<file path="src/rtl/ocs_pkg.sv">
package ocs_pkg;
    typedef enum logic [2:0] {
        PH_SETTLE,
        PH_QUICK,
        PH_HOLD,
        PH_IDLE,
        PH_FULL
    } ocs_phase_e;
endpackage

</file>
<file path="src/rtl/ocs_tick_cnt.sv">
module ocs_tick_cnt #(
    parameter int W = 6
) (
    input  logic         clk,
    input  logic         rst_n,
    input  logic         clr,
    input  logic         inc,
    output logic [W-1:0] cnt
);
    logic [W-1:0] cnt_d, cnt_q;

    always_comb begin
        cnt_d = cnt_q;
        if (clr)
            cnt_d = '0;
        else if (inc)
            cnt_d = cnt_q + W'(1);
    end

    always_ff @(posedge clk or negedge rst_n) begin
        if (!rst_n)
            cnt_q <= '0;
        else
            cnt_q <= cnt_d;
    end

    assign cnt = cnt_q;
endmodule

</file>
<file path="src/rtl/ocs_avg_acc.sv">
module ocs_avg_acc #(
    parameter int OFS_W = 16,
    parameter int SHIFT = 2
) (
    input  logic                    clk,
    input  logic                    rst_n,
    input  logic                    clr,
    input  logic                    add,
    input  logic signed [OFS_W-1:0] sample,
    output logic signed [OFS_W-1:0] mean
);
    localparam int SW = OFS_W + SHIFT;

    logic signed [SW-1:0] sum_d, sum_q, ext, total;

    always_comb begin
        ext   = {{SHIFT{sample[OFS_W-1]}}, sample};
        total = sum_q + ext;
        mean  = OFS_W'(total >>> SHIFT);
        sum_d = sum_q;
        if (clr)
            sum_d = '0;
        else if (add)
            sum_d = total;
    end

    always_ff @(posedge clk or negedge rst_n) begin
        if (!rst_n)
            sum_q <= '0;
        else
            sum_q <= sum_d;
    end
endmodule

</file>
<file path="src/rtl/sense_ofs_cal.sv">
module sense_ofs_cal
    import ocs_pkg::*;
#(
    parameter int OFS_W      = 16,
    parameter int FULL_WIN   = 4,
    parameter int HOLD_TICKS = 32
) (
    input  logic                    clk,
    input  logic                    rst_n,
    input  logic                    win_tick,
    input  logic signed [OFS_W-1:0] win_sample,
    input  logic                    recal_req,
    input  logic                    host_wr,
    input  logic                    host_wdata,
    output logic                    cal_busy,
    output logic                    hold_upd,
    output logic signed [OFS_W-1:0] offset
);
    localparam int SHIFT   = $clog2(FULL_WIN);
    localparam int CNT_MAX = (HOLD_TICKS > FULL_WIN) ? HOLD_TICKS : FULL_WIN;
    localparam int CW      = $clog2(CNT_MAX + 1);

    typedef struct packed {
        ocs_phase_e              phase;
        logic                    fast;
        logic                    pend;
        logic signed [OFS_W-1:0] ofs;
    } seq_t;

    seq_t            r_q, r_d;
    logic [CW-1:0]   cnt;
    logic            fin, cnt_clr, cnt_inc, acc_clr, acc_add, early;
    logic signed [OFS_W-1:0] mean;

    ocs_tick_cnt #(.W(CW)) u_cnt (
        .clk(clk), .rst_n(rst_n), .clr(cnt_clr), .inc(cnt_inc), .cnt(cnt)
    );

    ocs_avg_acc #(.OFS_W(OFS_W), .SHIFT(SHIFT)) u_acc (
        .clk(clk), .rst_n(rst_n), .clr(acc_clr), .add(acc_add),
        .sample(win_sample), .mean(mean)
    );

    always_comb begin
        r_d   = r_q;
        fin   = 1'b0;
        early = r_q.fast | (host_wr & host_wdata);
        case (r_q.phase)
            PH_SETTLE: begin
                r_d.fast = early;
                if (win_tick) begin
                    if (early) begin
                        r_d.ofs   = win_sample;
                        r_d.phase = PH_HOLD;
                    end else begin
                        r_d.phase = PH_QUICK;
                    end
                end
            end
            PH_QUICK: begin
                if (win_tick) begin
                    r_d.ofs   = win_sample;
                    r_d.phase = PH_HOLD;
                end
            end
            PH_HOLD: begin
                r_d.pend = r_q.pend | recal_req;
                if (win_tick && cnt == CW'(HOLD_TICKS - 1)) begin
                    r_d.phase = PH_FULL;
                    r_d.pend  = 1'b0;
                end
            end
            PH_IDLE: begin
                if (recal_req || r_q.pend) begin
                    r_d.phase = PH_FULL;
                    r_d.pend  = 1'b0;
                end
            end
            PH_FULL: begin
                r_d.pend = r_q.pend | recal_req;
                if (win_tick && cnt == CW'(FULL_WIN - 1)) begin
                    fin     = 1'b1;
                    r_d.ofs = mean;
                    if (r_q.pend || recal_req)
                        r_d.pend = 1'b0;
                    else
                        r_d.phase = PH_IDLE;
                end
            end
            default: r_d.phase = PH_SETTLE;
        endcase
        cnt_clr = (r_d.phase != r_q.phase) | fin;
        cnt_inc = win_tick & ((r_q.phase == PH_HOLD) | (r_q.phase == PH_FULL));
        acc_clr = (r_q.phase != PH_FULL) | fin;
        acc_add = win_tick & (r_q.phase == PH_FULL);
    end

    always_ff @(posedge clk or negedge rst_n) begin
        if (!rst_n) begin
            r_q.phase <= PH_SETTLE;
            r_q.fast  <= 1'b0;
            r_q.pend  <= 1'b0;
            r_q.ofs   <= '0;
        end else begin
            r_q <= r_d;
        end
    end

    assign cal_busy = (r_q.phase == PH_FULL);
    assign hold_upd = (r_q.phase == PH_FULL);
    assign offset   = r_q.ofs;


    ofs_only_on_tick_chk: assert property (@(posedge clk) disable iff (!rst_n)
        !$stable(offset) |-> $past(win_tick));


    busy_ends_on_tick_chk: assert property (@(posedge clk) disable iff (!rst_n)
        $fell(cal_busy) |-> $past(win_tick));


    hold_cnt_bound_chk: assert property (@(posedge clk) disable iff (!rst_n)
        (r_q.phase == PH_HOLD) |-> (cnt < CW'(HOLD_TICKS)));


    full_cnt_bound_chk: assert property (@(posedge clk) disable iff (!rst_n)
        (r_q.phase == PH_FULL) |-> (cnt < CW'(FULL_WIN)));


    busy_start_cause_chk: assert property (@(posedge clk) disable iff (!rst_n)
        $rose(cal_busy) |-> ($past(win_tick) || $past(recal_req) || $past(r_q.pend)));
endmodule

</file>
<file path="config.mk">
export PLATFORM = sky130hd
export DESIGN_NAME = sense_ofs_cal
export DESIGN_NICKNAME = d
export VERILOG_FILES = /design/src/rtl/ocs_pkg.sv /design/src/rtl/ocs_tick_cnt.sv /design/src/rtl/ocs_avg_acc.sv /design/src/rtl/sense_ofs_cal.sv
export SDC_FILE = /design/constraint.sdc
export NUM_CORES = 1
export LEC_CHECK = 0
export BUFFER_PORTS_ARGS = -buffer_cell sky130_fd_sc_hd__buf_4
export CORE_ASPECT_RATIO = 2
export CORE_MARGIN = 2
export CORE_UTILIZATION = 30
export DETAILED_ROUTE_END_ITERATION = 8
export PLACE_DENSITY_LB_ADDON = 0.05
export SYNTH_ARGS = -nofsm -noshare
export SYNTH_HDL_FRONTEND = slang
export SYNTH_SLANG_ARGS = --single-unit
</file>
<file path="constraint.sdc">
create_clock -name clk -period 3.1 [get_ports clk]
set_clock_uncertainty 0.1 [all_clocks]
set_input_delay 0.155 -clock clk [delete_from_list [all_inputs] [get_ports clk]]
set_output_delay 0.155 -clock clk [all_outputs]
set_load 0.01 [all_outputs]
</file>
-- Word level (Yosys, flattened, before mapping)
Index checks and enable logic that the tools add are counted.
- flip-flop bits (word level): 45
- word-level logic and storage cells: 62
- add/subtract/negate cells: 2
- equality and inequality tests: 13
- mux-type cells: 23
- bitwise operators: 8
- reductions and logical operators: 10
- operators with widths (kind ; number):
    16-bit 2-to-1 mux ; 3
    16-bit one-hot mux with 3 select lines ; 1
    18-bit 2-to-1 mux ; 2
    18-bit by 16-bit adder with 18-bit output ; 1
    3-bit 2-to-1 mux ; 6
    17-bit 2-to-1 mux ; 1
    3-bit one-hot mux with 5 select lines ; 1
    6-bit 2-to-1 mux ; 2
    2-bit inequality test, second input constant ; 4
    6-bit by 1-bit adder with 6-bit output, second input constant ; 1
    3-bit by 2-bit == test with 1-bit output, second input constant ; 2
    6-bit by 2-bit == test with 1-bit output, second input constant ; 1
    6-bit by 5-bit == test with 1-bit output, second input constant ; 1
    3-bit nonzero test ; 2
    1-bit 2-to-1 mux ; 5
    1-bit bitwise OR ; 5
    5-bit AND reduction ; 1
    2-bit nonzero test ; 2
    1-bit bitwise AND ; 3
    3-bit by 1-bit == test with 1-bit output, second input constant ; 1
    3-bit == test, second input constant ; 1
    3-bit zero test ; 1
    3-bit inequality test ; 1
    3-bit inequality test, second input constant ; 1
    6 further kinds ; 7

-- Longest topological paths before layout
- depth in word-level cells: 8
- depth in mapped cells: 9
- gate-level depth less buffers: 9

-- Cells and area by module
A second synthesis with hierarchy kept.
- cell total of the unflattened synthesis: 335
- area total of the unflattened synthesis: 3290.7 sq um
- modules (own cells, without submodules) (module ; instances ; cells an instance ; area an instance (sq um) ; sequential area each (sq um)):
    ocs_avg_acc ; 1 ; 178 ; 1597.8 ; 450.4
    sense_ofs_cal ; 1 ; 133 ; 1423.9 ; 525.5
    ocs_tick_cnt ; 1 ; 24 ; 269.0 ; 150.1

-- Least setup slack after synthesis
No wires, ideal clock.
- path kind: register -> register
- start point: reg u_acc.sum_q[0]
- end point: reg u_acc.sum_q[16]
- setup time: 65 ps
- data arrival time: 2146 ps
- required time: 2935 ps
- slack: 789 ps
- cell stages (with the launch flop): 10
- path buffers: 0
- cells stage by stage: dfrtp_1 > ha_1 > inv_1 > fa_1 > nor2b_1 > o31a_1 > a41oi_1 > o31ai_1 > o221a_2 > a22o_1
- cells in the longest elaborated chain, start to end: 3
- ends and longest elaborated chain (item ; RTL line ; source):
    from (decl) ; ocs_avg_acc.sv:14 ; logic signed [SW-1:0] sum_d, sum_q, ext, total;
    from (signal assigned) ; ocs_avg_acc.sv:31 ; sum_q <= sum_d;
    18-bit by 16-bit adder with 18-bit output ; ocs_avg_acc.sv:18 ; total = sum_q + ext;
    18-bit 2-to-1 mux ; ocs_avg_acc.sv:23 ; else if (add)
    18-bit 2-to-1 mux ; ocs_avg_acc.sv:21 ; if (clr)
Every way passes these cells. The select of a mux whose other input is x is not followed.
A chain may end at the register's enable or synchronous reset.

-- Worst setup path in the final report
Ends and elaborated chain as after synthesis.

==> results by group <==
Outcome
  • Status: finished, final reports clean

Timing
  • Setup TNS: 0 ns
  • Relative slew slack: 58.5%
  • RSZ-0062 raised after global routing: false
  • # setup viols final: 0
  • Slew Limit Fails: 0
  • Fmax: 0.375 GHz
  • Worst-Margin Slew: between 0.6 and 0.7 ns
  • Final period utilization: 86.0%
  • Fin crit period: around 2.7 ns
  • Final hold viol count: 0

Floorplanning
  • Die Ht: 147 um
  • Die area: 11100 um2
  • Number of cell rows: 52
  • Starting density of the core: 30.7%
  • Overall die width: 75.6 um
  • IO Pins: 40
  • Core area: 10000 um2

Layout
  • Commonest non-fill, non-tap cell in the layout: buf_4
  • Layout cells sized above 1: 16.1%
  • Fin area: 3550 um2
  • Fill cells: 1122
  • Ant. Diodes: 0
  • Commonest cells after routing, fill and taps aside: 47 x buf_4, 45 x dfrtp_1, 31 x nor2_1
  • Nets: 406
  • Area growth syn-to-layout: 15.5%

Synthesis
  • Register area share after synthesis: a little over a third
  • Async SR Flop Fraction: between 90% and 100%
  • Top FF cell, synth: dfrtp_1
  • Seq cells post-synth: 45
  • Synth Warn #: 0
  • Mapped Area: 3070 um2
  • Syn Nets: about 380
  • Post-synthesis cell count: 341
  • Distinct cells, synth: between 50 and 60
  • Syn_area_per_cell: 9.01 um2
  • EDFF count, synth: 0

Clocking
  • Post-CTS Setup Inserts: 0
  • Clock Tree Root: clkbuf_16
  • CTS Buf Count: 5
  • CTS Buffer Depth: 2
  • CTS resizes: 0
  • H-Tree Depth: 2
  • Worst-skew pair later-pin latency: 0.29 ns
  • Clk pin slew, worst setup/hold paths: 0.07 ns
  • Cts hold-fix bufs: 1
  • CTS sink count: 45
  • CTS tree: yes

GRT
  • Initial antenna violation count: 0
  • GR Util All Layers: 17.9%
  • First-pass GRT wire length: 14900 um
  • Vias in the first global route: 2846
  • Total gr overflow: 0
  • Pin count of the biggest net entering global routing: between 40 and 50

Drt
  • Initial DRC count: 155
  • Final WL: 9290 um
  • Post-DRT Antenna Nets: 0
  • DRC: 0
  • Pre-antenna DRT Iters: 4
  • Vias/cell: 5.37
  • Via count: 2689
  • Routed wire per std cell: 18.5 um

Critical path
  • Setup crit start: u_acc.sum_q[0]
  • Worst r2r src: u_acc.sum_q[0]
  • R2R Setup Slk: 0.44 ns
  • Crit-path max cell delay: 0.43 ns
  • WS Path Type: reg -> reg
  • Critical path cell sequence: ha_1, inv_1, fa_1, nor2b_1, o31a_1, a41oi_1, o31ai_1, o221a_2, a22o_1
  • Critical path's slowest cell: o31ai_1
  • Critical Path AT: approximately 2.8 ns
  • Crit path max fanout: 5
  • Startpoint Class: flop
  • CP endpoint kind: flop
  • Worst r2r dst: u_acc.sum_q[16]
  • CP Data Required Time: 3.23 ns
  • Register-to-Register Path Depth: 9
  • Setup crit end: u_acc.sum_q[16]

Power and ir drop
  • Leakage: 0.00159 uW
  • Power Dens Cells: 570 nW/um2
  • Peak supply drop: around 0.00026 V

Placed design
  • Placed cell area: 3400 um2
  • GPL Wtd Cong: 0.747
  • PortBufs: 39
  • DP HPWL: 7180 um

Job
  • Max cap viols: 0

Hold path
  • Hold Crit Class: in -> reg
[flip-flops by register name, summed over array words and instances (netlist names)]
signal	flops
u_cnt.cnt	6
u_acc.sum_q	18
offset	16
r_q	5
[per-layer routing]
| layer | routed length [um] | track usage (%) | vias up |
|---|---|---|---|
| li1 | - | - | 1295 |
| met1 | 3390 | 19.3 | 1333 |
| met2 | 5430 | 33.9 | 46 |
| met3 | 234 | 1.99 | 15 |
| met4 | 233 | 6.40 | 0 |
| met5 | 0 | 0 | - |
[where the power goes]
| part | internal, uW | total, uW | switching [uW] |
|---|---|---|---|
| registers | 719 | 814 | 94.5 |
| logic | 334 | 669 | 335 |
| clock network | 297 | 542 | 244 |
[synthesized netlist by cell type (2+ instances only)]
cell type | n | area (um2)
a211o_1 | 4 | 35.0
a211oi_1 | 2 | 15.0
a21o_1 | 9 | 67.6
a21oi_1 | 20 | 100
a221oi_1 | 4 | 35.0
a22o_1 | 16 | 140
a22oi_1 | 5 | 37.5
a2bb2oi_1 | 2 | 17.5
a31oi_1 | 6 | 37.5
and2_0 | 2 | 12.5
and3_1 | 7 | 43.8
buf_2 | 5 | 25.0
buf_4 | 17 | 128
clkbuf_1 | 7 | 26.3
dfrtp_1 | 45 | 1130
ha_1 | 18 | 225
inv_1 | 7 | 26.3
mux2i_1 | 2 | 20.0
nand2_1 | 26 | 97.6
nand2b_1 | 2 | 12.5
nand3_1 | 10 | 50.1
nand4_1 | 3 | 18.8
nor2_1 | 31 | 116
nor2b_1 | 4 | 25.0
nor3_1 | 5 | 25.0
nor4_1 | 2 | 12.5
o211ai_1 | 3 | 22.5
o21a_1 | 4 | 30.0
o21ai_0 | 21 | 105
o21bai_1 | 4 | 30.0
o22ai_1 | 2 | 12.5
o31a_1 | 2 | 17.5
o31ai_1 | 5 | 37.5
or3_1 | 3 | 18.8
xnor2_1 | 11 | 96.3
xor2_1 | 6 | 52.6
[worst max-delay path: cells and delay by family, from the launching register on]
family	cells	cell delay (ns)
AO/OA/AOI/OAI	5	1.35
adder cells (fa/ha/maj)	2	0.58
AND/OR/NAND/NOR	1	0.17
buffers and inverters	1	0.06
flip-flops	1	0.36
[cell type report]
class / instances / area, um2 / share of cell area, %
clock buffer: 6 / 129 / 3.63
clock inverter: 2 / 10.0 / 0.282
tap: 135 / 169 / 4.76
sequential: 45 / 1130 / 31.7
multi-input combinational: 258 / 1730 / 48.6
timing repair buffer: 48 / 363 / 10.2
inverter: 7 / 26.3 / 0.740
[cell families (layout without fill, tap and decap cells)]
kind of cell / after synthesis / count (layout) / share of synthesized area (%)
AOI/OAI and AO/OA: 117 / 117 / 26.6
and+or+nand+nor: 102 / 102 / 15.7
DFF: 45 / 45 / 36.6
buffers and inverters: 38 / 63 / 7.17
adders and majority gates: 19 / 19 / 7.98
xor gates and xnor gates: 17 / 17 / 4.85
muxes: 3 / 3 / 1.02
[per-stage QoR]
step	std cells	util, %	setup WS [ns]	hold slack [ns]	total power, uW
after floorplan	341	-	0.789	-0.241	1330
after global placement	492	33.9	0.485	0.120	1500
after detailed placement	492	33.9	0.454	0.128	1510
after CTS	501	35.4	0.429	0.000529	2070
after global routing	501	35.4	0.215	0.0296	2160
final	501	35.4	0.435	0.00454	2020
[worst min path at each step]
stage / end / cells past startpoint / start
after CTS: r_q[19] / 2 / recal_req
after global routing: r_q[19] / 2 / recal_req
after global placement: u_acc.sum_q[9] / 1 / rst_n
after floorplan: offset[0] / 0 / rst_n
after detailed placement: offset[9] / 1 / rst_n
final: r_q[19] / 2 / recal_req
No activity file was read; power rests on OpenSTA's default activity.
